$ cat src/rtl/bitops_pkg.sv
package bitops_pkg;

    localparam int DATA_W       = 64;
    localparam int CTRL_FIELD_W = 8;
    localparam int OP_W         = 3;

    typedef enum logic [OP_W-1:0] {
        OP_FIELD    = 3'd0,
        OP_ANDNOT   = 3'd1,
        OP_ISOLATE  = 3'd2,
        OP_SMEAR    = 3'd3,
        OP_DROP     = 3'd4,
        OP_TZCOUNT  = 3'd5
    } op_e;

endpackage

$ cat src/rtl/bitops_extract.sv
module bitops_extract #(
    parameter int W     = 64,
    parameter int IDX_W = 8
) (
    input  logic [W-1:0]       src,
    input  logic [2*IDX_W-1:0] ctrl,
    output logic [W-1:0]       res
);
    logic [IDX_W-1:0] start_idx;
    logic [IDX_W-1:0] field_len;
    logic [W-1:0]     shifted;
    logic [W-1:0]     field_mask;

    assign start_idx = ctrl[IDX_W-1:0];
    assign field_len = ctrl[2*IDX_W-1:IDX_W];

    // Shifting by W or more clears the vector, which covers the out-of-range start.
    assign shifted = src >> start_idx;

    // Mask bit g is kept while g is inside the requested length.
    for (genvar g = 0; g < W; g++) begin : g_mask
        assign field_mask[g] = (int'(field_len) > g);
    end

    assign res = shifted & field_mask;

    always_comb begin

        len_zero_chk: assert (field_len != '0 || res == '0);

        start_range_chk: assert (int'(start_idx) < W || res == '0);
    end

endmodule

$ cat src/rtl/bitops_lowbit.sv
module bitops_lowbit #(
    parameter int W = 64
) (
    input  logic [W-1:0] x,
    output logic [W-1:0] iso,
    output logic [W-1:0] smear,
    output logic [W-1:0] drop,
    output logic         src_zero
);
    logic [W-1:0] x_dec;
    logic [W-1:0] x_neg;

    assign x_dec    = x - W'(1);
    assign x_neg    = '0 - x;
    assign iso      = x & x_neg;
    assign smear    = x ^ x_dec;
    assign drop     = x & x_dec;
    assign src_zero = (x == '0);

    always_comb begin

        iso_onehot_chk: assert ($onehot0(iso));

        split_chk: assert ((iso | drop) == x);
    end

endmodule

$ cat src/rtl/bitops_tzc.sv
module bitops_tzc #(
    parameter int W  = 64,
    parameter int CW = $clog2(W) + 1
) (
    input  logic [W-1:0]  x,
    output logic [CW-1:0] cnt
);
    always_comb begin
        cnt = CW'(W);
        for (int i = W - 1; i >= 0; i--) begin
            if (x[i]) cnt = CW'(i);
        end
    end

    always_comb begin
        if (cnt == CW'(W)) begin

            empty_chk: assert (x == '0);
        end else begin

            hit_chk: assert (x[cnt[CW-2:0]]);
        end
    end

endmodule

$ cat src/rtl/bitops_unit.sv
module bitops_unit
    import bitops_pkg::*;
#(
    parameter int W     = DATA_W,
    parameter int IDX_W = CTRL_FIELD_W
) (
    input  logic            clk,
    input  logic            rst,
    input  logic            in_valid,
    input  logic [OP_W-1:0] in_op,
    input  logic [W-1:0]    in_src_a,
    input  logic [W-1:0]    in_src_b,
    output logic            out_valid,
    output logic [W-1:0]    out_result,
    output logic            out_carry,
    output logic            out_zero
);
    localparam int CW = $clog2(W) + 1;

    typedef struct packed {
        logic         valid;
        logic [W-1:0] result;
        logic         carry;
        logic         zero;
    } stage_s;

    stage_s stage_d, stage_q;

    logic [W-1:0]  fld_res;
    logic [W-1:0]  iso_res;
    logic [W-1:0]  smear_res;
    logic [W-1:0]  drop_res;
    logic          a_zero;
    logic [CW-1:0] tz_cnt;

    bitops_extract #(.W(W), .IDX_W(IDX_W)) u_extract (
        .src  (in_src_a),
        .ctrl (in_src_b[2*IDX_W-1:0]),
        .res  (fld_res)
    );

    bitops_lowbit #(.W(W)) u_lowbit (
        .x        (in_src_a),
        .iso      (iso_res),
        .smear    (smear_res),
        .drop     (drop_res),
        .src_zero (a_zero)
    );

    bitops_tzc #(.W(W), .CW(CW)) u_tzc (
        .x   (in_src_a),
        .cnt (tz_cnt)
    );

    always_comb begin
        stage_d       = stage_q;
        stage_d.valid = in_valid;
        if (in_valid) begin
            stage_d.carry = 1'b0;
            case (in_op)
                OP_FIELD:   stage_d.result = fld_res;
                OP_ANDNOT:  stage_d.result = ~in_src_a & in_src_b;
                OP_ISOLATE: begin
                    stage_d.result = iso_res;
                    stage_d.carry  = a_zero;
                end
                OP_SMEAR: begin
                    stage_d.result = smear_res;
                    stage_d.carry  = a_zero;
                end
                OP_DROP: begin
                    stage_d.result = drop_res;
                    stage_d.carry  = a_zero;
                end
                OP_TZCOUNT: begin
                    stage_d.result = {{(W-CW){1'b0}}, tz_cnt};
                    stage_d.carry  = a_zero;
                end
                default:    stage_d.result = '0;
            endcase
            stage_d.zero = (stage_d.result == '0);
        end
    end

    always_ff @(posedge clk) begin
        if (rst) stage_q <= '0;
        else     stage_q <= stage_d;
    end

    assign out_valid  = stage_q.valid;
    assign out_result = stage_q.result;
    assign out_carry  = stage_q.carry;
    assign out_zero   = stage_q.zero;


    accept_chk: assert property (@(posedge clk) disable iff (rst)
        in_valid |=> out_valid);


    idle_hold_chk: assert property (@(posedge clk) disable iff (rst)
        !in_valid |=> (!out_valid && $stable(out_result) && $stable(out_carry)));


    tz_empty_chk: assert property (@(posedge clk) disable iff (rst)
        (in_valid && in_op == OP_TZCOUNT && in_src_a == '0)
        |=> (out_result == W'(W) && out_carry));


    reserved_chk: assert property (@(posedge clk) disable iff (rst)
        (in_valid && in_op > OP_TZCOUNT) |=> (out_result == '0 && !out_carry && out_zero));


    plain_carry_chk: assert property (@(posedge clk) disable iff (rst)
        (in_valid && (in_op == OP_FIELD || in_op == OP_ANDNOT)) |=> !out_carry);

endmodule

$ cat config.mk
export PLATFORM = sky130hd
export DESIGN_NAME = bitops_unit
export DESIGN_NICKNAME = d
export VERILOG_FILES = /design/src/rtl/bitops_pkg.sv /design/src/rtl/bitops_extract.sv /design/src/rtl/bitops_lowbit.sv /design/src/rtl/bitops_tzc.sv /design/src/rtl/bitops_unit.sv
export SDC_FILE = /design/constraint.sdc
export NUM_CORES = 1
export LEC_CHECK = 0
export BUFFER_PORTS_ARGS = -buffer_cell sky130_fd_sc_hd__buf_2
export CORE_UTILIZATION = 25
export DETAILED_ROUTE_END_ITERATION = 8
export PLACE_DENSITY = 0.53
export SYNTH_ARGS = -nofsm -noshare
export SYNTH_HDL_FRONTEND = slang
export SYNTH_SLANG_ARGS = --single-unit
export TNS_END_PERCENT = 1
$ cat constraint.sdc
create_clock -name clk -period 12.9 [get_ports clk]
set_clock_uncertainty 0.05 [all_clocks]
set_input_delay 3.87 -clock clk [delete_from_list [all_inputs] [get_ports clk]]
set_output_delay 3.87 -clock clk [all_outputs]
set_load 0.01 [all_outputs]
## Word level (Yosys, flattened, before mapping)

Index checks and enable logic that the tools add are counted.

- Bits of input ports: 134
- Output and inout port bits: 67
- Word-level logic and storage cells: 153
- Register bits after elaboration: 67

- Reduce and logical (&&, ||, !) cells: 4
- Bitwise logic cells: 6
- Equality and inequality tests: 5
- Multiplexer cells: 67
- $lt $le $gt $ge: 64
- Add/subtract/negate cells: 2
- Shift-type cells: 1

Operator list:

| operator | number |
|---|---|
| $mux W7 | 64 |
| $pmux W64 S6 | 1 |
| $and A64 B64 Y64 | 4 |
| $gt A8 B6 Y1 const B | 32 |
| $gt A8 B5 Y1 const B | 16 |
| $logic_not A64 Y1 | 2 |
| $gt A8 B4 Y1 const B | 8 |
| $mux W64 | 1 |
| $not A64 Y64 | 1 |
| $shr A64 B8 Y64 | 1 |
| $sub A1 B64 Y64 const A | 1 |
| $sub A64 B1 Y64 const B | 1 |
| $xor A64 B64 Y64 | 1 |
| $gt A8 B3 Y1 const B | 4 |
| $gt A8 B1 Y1 const B | 2 |
| $gt A8 B2 Y1 const B | 2 |
| $eq A3 B2 Y1 const B | 2 |
| $eq A3 B3 Y1 const B | 2 |
| $reduce_or A4 Y1 | 1 |
| $eq A3 B1 Y1 const B | 1 |
| $logic_not A3 Y1 | 1 |
| $mux W1 | 1 |

## Longest topological paths before layout

Gate-level depths: netlist (run 1).

- Word-level depth: 67
- Gate-level depth with buffers: 15
- Mapped depth without buffers: 12

## Modules after synthesis

A second synthesis (run 1) with hierarchy kept.

- Cell total of the unflattened synthesis: 1878
- Area total of the unflattened synthesis: 14162.3 um^2

Modules (own cells, without submodules):

| module | area an instance (um^2) | cells an instance | seq. area each (um^2) | instances |
|---|---|---|---|---|
| bitops_extract | 5207.5 | 727 | 0.0 | 1 |
| bitops_unit | 5197.5 | 608 | 1341.3 | 1 |
| bitops_lowbit | 2897.8 | 396 | 0.0 | 1 |
| bitops_tzc | 859.6 | 147 | 0.0 | 1 |

## Worst setup path after synthesis (run 1)

No wires, ideal clock.

- Path type: input port to flip-flop
- Start point: input port in_src_a[1]
- End point: register stage_q, in the netlist out_zero
- Library setup time: 0.084 ns
- Required time: 12.766 ns
- Buffers on the path: 1
- Data arrival time: 7.154 ns
- Slack: 5.612 ns
- Stages: 13
- Cell sequence: clkbuf_1 -> inv_1 -> ha_1 -> nor3b_2 -> nand4_1 -> nor3_1 -> nand4_1 -> mux2i_1 -> a2111oi_0 -> nand4_1 -> or4_1 -> or4_1 -> o31ai_2

- Word-level cells in the longest chain between the ends: 5
- Elaborated cells between the ends (all ways): 14
- Those cells by class: 2 x add/sub; 1 x shift; 4 x mux; 6 x bitwise; 1 x reduce/logical

RTL lines:

| what | line | source |
|---|---|---|
| start, declared | bitops_unit.sv:11 | `input logic [W-1:0] in_src_a,` |
| $sub A64 B1 Y64, or another cell as far along | bitops_lowbit.sv:13 | `assign x_dec = x - W'(1);` |
| $and A64 B64 Y64, or another cell as far along | bitops_lowbit.sv:17 | `assign drop = x & x_dec;` |
| $pmux W64 S6 (*) | bitops_unit.sv:60 | `case (in_op)` |
| $mux W64 (*) | bitops_unit.sv:58 | `if (in_valid) begin` |
| $logic_not A64 Y1 (*) | bitops_unit.sv:81 | `stage_d.zero = (stage_d.result == '0);` |
| end signal, assigned | bitops_unit.sv:87 | `else stage_q <= stage_d;` |
| end, declared | bitops_unit.sv:27 | `stage_s stage_d, stage_q;` |

Every way passes the cells marked *; elsewhere a longest branch is shown, timed or not. The select of a mux whose other input is x is not followed.
A chain may end at the register's enable or synchronous reset.

## Final worst setup path (run 1)

- Start point: input port in_src_a[15]
- End point: register stage_q, in the netlist out_zero

- Word-level cells in the longest chain between the ends: 19
- Elaborated cells between the ends (all ways): 28
- Those cells by class: 2 x add/sub; 1 x shift; 18 x mux; 6 x bitwise; 1 x reduce/logical

RTL lines:

| what | line | source |
|---|---|---|
| $mux W7 (16 in series) | bitops_tzc.sv:11 | `if (x[i]) cnt = CW'(i);` |
| $pmux W64 S6 (*) | bitops_unit.sv:60 |  |
| $mux W64 (*) | bitops_unit.sv:58 |  |
| $logic_not A64 Y1 (*) | bitops_unit.sv:81 |  |

Marked as above.

==> flow_summary.toml, run 1 <==
[setup_path]
crit_type = "input port to register"
path_buf_inv = 1
critical_path_required_ns = 13.11
critical_path_cell_by_cell = "buf_2 > nor4_2 > nand4_1 > nor3_1 > nand4_1 > mux2i_1 > a2111oi_0 > nand4_1 > or4_1 > or4_1 > o31ai_2"
startpoint_type = "input port"
cpPeakStageDelay_ns = 0.93
cp_data_arrival_time_ns = 9.02
worst_setup_path_end_kind = "register"
cpMostUsedCell = "nand4_1"
critPathSlowestCell = "a2111oi_0"
critical-path-top-delay-family = "simple AND/OR/NAND/NOR gates"
critPathMaxFanout = 14

[routing]
drt-pass1-iter-count = 8
viasPerCell = 6.816
number_of_design_rule_violations_left_by_the_first_detailed_router_iteration = 2723
wl_mm = 95.78
drcViolationCount = 0
drt.antenna.violating_nets = 0
route.detailed.wl_per_inst_um = 38.30
vias = 17046

[power]
leakagePower_nw = 4.894
vdd.ir_drop.worst_v = 0.00004506
power_density_nw_per_um2 = 70.68

[clocking]
cts_made_buffers = 9
cts_setup_buffers = 0
clk_pin_slew_worst_paths_ns = 0.06
number_of_buffers_inserted_by_hold_repair_at_cts = 0
post_cts_resize_count = 0
clock_sink_count = 67
tritoncts_clock_tree = "done"
clk_latency_worst_skew_pair_ns = 0.34
clockBufferDepth = 2
cts_htree_levels = 3
clock-root-buffer = "clkbuf_16"

[yosys]
synth_sequential_area_ratio_pct = 10.88
synth.lib_cells_used.distinct = 83
synth_flop_cell = "dfxtp_1"
synth-adder-area-share_pct = 0.1015
synthSimpleGateAreaFrac_pct = 29.63
avgSynthCellArea_sq_um = 6.866
yosys_register_bits = 67
main_combinational_cell_family_by_area_after_synthesis = "compound AO/OA/AOI/OAI gates"
synthArstFlopShare_pct = 0
post_synth_xor_area_fraction_pct = 0.07107
synth_compound_area_share_pct = 33.40
total_nets_after_synthesis = 1930
synth.cell_area_sq_um = 12320
synth-warning-count = 0
yosys-mux-area-fraction_pct = 17.90
syn-instance-count = 1795
synth-edff-count = 0

[timing]
final_min_period_over_clock_period_pct = 68.30
hold_viol_final = 0
setup_viol_count_final = 0
period_needed_ns = 8.811
setup_tns_ns = 0
finalMaxSlewViolations = 0
max_freq_mhz = 113.5
worst_slack_ns = 4.089
rsz0062_at_grt = "no"
worst_pin_slew_ns = 1.492
slew_headroom_pct = 0.5075

[place]
placed_area_sq_um = 13600
dpl.hpwl_mm = 74.29
dpl_worst_slack_ns = 3.811
gp_routability_congestion = 1.080
buffer_ports.inserted = 200

[floorplanning]
initial_core_utilization_pct = 25.60
die_w_um = 224.0
rows = 80
io_pins = 201
die_area_sq_um = 50190
coreArea_sq_um = 48150
fp.dieH_um = 224.0

[run_status]
violations_in_the_final_reports = "capacitance limit"
outcome = "complete, but fails checks"

[min_path]
hold_path_class = "register to register"

[finish]
design_area_sq_um = 13910
num-fill-cells = 5400
area.sequential_sq_um = 1341
multiInputGateArea_sq_um = 10020
areaGrowthSynthToFinish_pct = 12.86
layout-drive-gt1-share_pct = 20.85
fin_nets = 1972

[global_route]
global_route_wire_length_before_repair_mm = 131.0
groute.usage.overall_pct = 36.98
grt_start_max_net_pins = 77
grt_overflow_total = 0
number_of_antenna_violations_at_the_first_check_in_global_routing = 10
grt_pass1_vias = 15888

[run]
drv.max_cap_violation_count = 1
sequential cells by signal, indices dropped and copies added, names as in the netlist:
name,count
out_result,64
out_carry,1
out_valid,1
out_zero,1
routing by layer:
layer / share of wire (%) / up-vias / global-route usage [%]
met5: 0.076 / - / 1.075
met1: 39 / 8333 / 47.01
met4: 8.2 / 2 / 25.85
met2: 42 / 1351 / 55.15
li1: - / 7041 / -
met3: 11 / 319 / 8.172
report_power, final:
group,internal [mW],switching (mW)
Sequential,0.219,0.00674
Combinational,0.142,0.366
Clock,0.150,0.0994
layout by cell type (no fill, tap or decap), types with 14 or more instances in the layout:
| cell | instances |
|---|---|
| o31ai_1 | 15 |
| mux2i_1 | 82 |
| inv_1 | 35 |
| or2_2 | 14 |
| nor3_1 | 66 |
| o221ai_1 | 14 |
| or4_1 | 17 |
| nand2b_1 | 21 |
| o211ai_1 | 26 |
| buf_4 | 39 |
| a22oi_1 | 23 |
| o21ai_0 | 114 |
| a211oi_1 | 79 |
| a221oi_1 | 19 |
| nand4_1 | 28 |
| and2_1 | 14 |
| dfxtp_1 | 67 |
| and3_1 | 17 |
| a21oi_1 | 76 |
| nand3b_1 | 19 |
| a31oi_1 | 40 |
| nor4_1 | 32 |
| mux2_2 | 53 |
| nand2_1 | 143 |
| buf_2 | 198 |
| o22ai_1 | 26 |
| nor2b_1 | 17 |
| mux4_2 | 34 |
| nor2_1 | 220 |
| nand3_1 | 67 |
synth_stat cells (13+ instances only):
| cell type | number | share of area [%] |
|---|---|---|
| o21ai_0 | 114 | 4.6 |
| a211oi_1 | 80 | 4.9 |
| nand2b_1 | 21 | 1.1 |
| buf_1 | 14 | 0.43 |
| o221ai_1 | 14 | 0.99 |
| nor2b_1 | 18 | 0.91 |
| mux2i_1 | 82 | 6.7 |
| nor3b_1 | 13 | 0.79 |
| mux4_2 | 34 | 6.2 |
| nor4_1 | 33 | 1.7 |
| dfxtp_1 | 67 | 11 |
| nor3_1 | 67 | 2.7 |
| nand2_1 | 143 | 4.4 |
| clkbuf_1 | 162 | 4.9 |
| and3_1 | 17 | 0.86 |
| nor2_1 | 220 | 6.7 |
| a22oi_1 | 23 | 1.4 |
| o211ai_1 | 26 | 1.6 |
| or4_1 | 17 | 1.0 |
| and2_1 | 14 | 0.71 |
| a221oi_1 | 19 | 1.4 |
| o31ai_1 | 15 | 0.91 |
| a311oi_1 | 13 | 0.92 |
| or2_2 | 14 | 0.71 |
| mux2_2 | 53 | 4.8 |
| buf_2 | 21 | 0.85 |
| nand4_1 | 28 | 1.4 |
| a31oi_1 | 40 | 2.0 |
| nand3_1 | 67 | 2.7 |
| nand3b_1 | 19 | 1.2 |
| o22ai_1 | 26 | 1.3 |
| a21oi_1 | 76 | 3.1 |
| inv_1 | 35 | 1.1 |
worst min-delay path, stage by stage, from the launching register on:
cell and delay, ns:
dfxtp_1 0.31, nand2_1 0.06, a21oi_1 0.06
through the flow:
step	std cells	hold WS [ns]	utilization [%]	power, mW
finish	2501	0.4239	28.89	0.9831
global route	2498	0.4443	28.87	1.003
CTS	2497	0.4237	28.85	0.9601
detailed placement	2481	0.4145	28.24	0.7105
global placement	2481	0.4102	28.24	0.7175
floorplan	1795	0.4358	-	0.4954
worst paths after layout:
kind,startpoint,end,slack (ns),cells past startpoint
min reg2reg,out_result[59],out_result[59],0.42,2
min,out_result[59],out_result[59],0.42,2
max,in_src_a[15],out_zero,4.09,11
max reg2reg,out_result[10],out_result[10],11.95,2
final cells by class:
type	instances	area share, %
Tap cell	656	5.901
Clock inverter	6	0.4678
Timing Repair Buffer	237	9.229
Antenna cell	3	0.05397
Inverter	38	1.025
Clock buffer	10	1.646
Multi-Input combinational cell	1484	72.03
Sequential cell	67	9.643
logic make-up (layout without fill, tap and decap cells):
logic type,Yosys count,in the layout
buffers and inverters,244,291
xor gates and xnor gates,1,1
muxes,170,170
DFF,67,67
and+or+nand+nor,728,728
AOI/OAI and AO/OA,584,584
adders and majority gates,1,1
other,0,3
Note: power is estimated with default switching activity, not from simulation.
==> inputs of run 2 (changes only) <==
--- a/config.mk
+++ b/config.mk
@@ -8,7 +8,7 @@
 export BUFFER_PORTS_ARGS = -buffer_cell sky130_fd_sc_hd__buf_2
 export CORE_UTILIZATION = 25
 export DETAILED_ROUTE_END_ITERATION = 8
-export PLACE_DENSITY = 0.53
+export PLACE_DENSITY = 0.54
 export SYNTH_ARGS = -nofsm -noshare
 export SYNTH_HDL_FRONTEND = slang
 export SYNTH_SLANG_ARGS = --single-unit
==> constraint.sdc (replaced) <==
create_clock -name clk -period 7.34 [get_ports clk]
set_clock_uncertainty 0.05 [all_clocks]
set_input_delay 2.202 -clock clk [delete_from_list [all_inputs] [get_ports clk]]
set_output_delay 2.202 -clock clk [all_outputs]
set_load 0.01 [all_outputs]
==> run 2 against run 1 <==
  * The flow now finishes without violations
  * Via count is 0.96% higher
  * Clock power is 100% higher
  * Sequential share of layout area is 0.33 points lower
  * Combinational power is 81% higher
  * Largest power group unchanged
==> flow_summary.toml, run 2 (synthesis gave the netlist of run 1 again) <==
[run_status]
outcome = "finished, final reports clean"

[finish]
layout_commonest_cell = "nor2_1"
postLayoutCoreUtil_pct = 29.92
largest_reg_flops = 64
multiInputGateArea_sq_um = 10020
areaGrowthSynthToFinish_pct = 16.89
num-fill-cells = 5342
fin_nets = 2033
n_antenna_cell = 0
layout_common_cells = "nor2_1, buf_2, nand2_1"
area.sequential_sq_um = 1341
layout-drive-gt1-share_pct = 23.23

[floorplanning]
die_w_um = 224.0
coreArea_sq_um = 48150
initial_core_utilization_pct = 25.60
rows = 80
io_pins = 201
fp.dieH_um = 224.0
die_area_sq_um = 50190

[global_route]
grt_start_max_net_pins = 73
grt_pass1_vias = 16014
grt_overflow_total = 0
number_of_antenna_violations_at_the_first_check_in_global_routing = 10
global_route_wire_length_before_repair_mm = 130.8
groute.usage.overall_pct = 36.96

[place]
gp_routability_congestion = 1.124
dpl.hpwl_mm = 75.60
dpl_worst_slack_ns = 0.7575
buffer_ports.inserted = 200

[timing]
worst_pin_slew_ns = 1.270
setup_tns_ns = 0
period_needed_ns = 6.595
rsz0062_at_grt = "no"
max_freq_mhz = 151.6
slew_headroom_pct = 15.31
hold_viol_final = 0
finalMaxSlewViolations = 0
final_min_period_over_clock_period_pct = 89.85
setup_viol_count_final = 0
worst_slack_ns = 0.7448

[power]
vdd.ir_drop.worst_v = 0.00009243
leakagePower_nw = 5.198
power_density_nw_per_um2 = 126.4

[routing]
wl_mm = 95.40
number_of_design_rule_violations_left_by_the_first_detailed_router_iteration = 2813
drcViolationCount = 0
drt.antenna.violating_nets = 0
vias = 17210
drt-pass1-iter-count = 9
viasPerCell = 6.725
route.detailed.wl_per_inst_um = 37.28

[clocking]
clockBufferDepth = 2
clock_sink_count = 67
number_of_buffers_inserted_by_hold_repair_at_cts = 0
cts_htree_levels = 3
cts_setup_buffers = 0
post_cts_resize_count = 0
clock-root-buffer = "clkbuf_16"
cts_made_buffers = 9
clk_pin_slew_worst_paths_ns = 0.06
tritoncts_clock_tree = "done"
clk_latency_worst_skew_pair_ns = 0.33

[setup_path]
critical_path_required_ns = 7.54
startpoint_type = "input port"
critPathMaxFanout = 60
cp_data_arrival_time_ns = 6.80
worst_setup_path_end_kind = "register"
crit_type = "input port to register"

[run]
drv.max_cap_violation_count = 0

[min_path]
hold_path_class = "register to register"
run 2: path summary, 6_finish.rpt:
kind / slack [ns] / to / from / cells after the start
max: 0.74 / out_zero / in_src_b[2] / 11
max reg2reg: 6.39 / out_result[14] / out_result[14] / 2
min reg2reg: 0.42 / out_result[59] / out_result[59] / 2
min: 0.42 / out_result[59] / out_result[59] / 2
run 2: per-stage QoR:
step	hold WS, ns	power (mW)	instances	cell area (sq um)
final	0.4157	1.821	2559	14410
after floorplan	0.4358	0.8707	1795	12320
after CTS	0.4182	1.783	2559	14410
after global placement	0.4057	1.286	2542	14060
after global routing	0.4399	1.859	2559	14410
after detailed placement	0.4083	1.278	2543	14060
run 2: final cells by class:
| class | count | share of cell area (%) |
|---|---|---|
| Timing Repair Buffer | 298 | 12.09 |
| Inverter | 38 | 0.9901 |
| Clock buffer | 10 | 1.589 |
| Multi-Input combinational cell | 1484 | 69.53 |
| Tap cell | 656 | 5.697 |
| Sequential cell | 67 | 9.310 |
| Clock inverter | 6 | 0.7903 |
run 2: critical path: stages:
cell and delay, ns:
buf_4 0.60, mux2_2 0.46, mux4_2 0.51, a221oi_1 1.05, nand2_1 0.10, o21ai_0 0.25
nor3_1 0.10, nor3b_1 0.55, nand4_1 0.26, or4_1 0.50, o31ai_2 0.18
run 2: report_power, final:
group          leakage, nW  switching [mW]  internal [mW]
clock                0.159           0.170          0.333
combinational         4.49           0.650          0.272
sequential           0.552          0.0117          0.384
total                 5.20           0.832          0.989
run 2: layer usage:
layer,GRT usage [%],share of wire [%]
met4,26.58,8.5
met1,45.65,38
met5,0,0.012
met3,9.444,12
met2,55.62,42
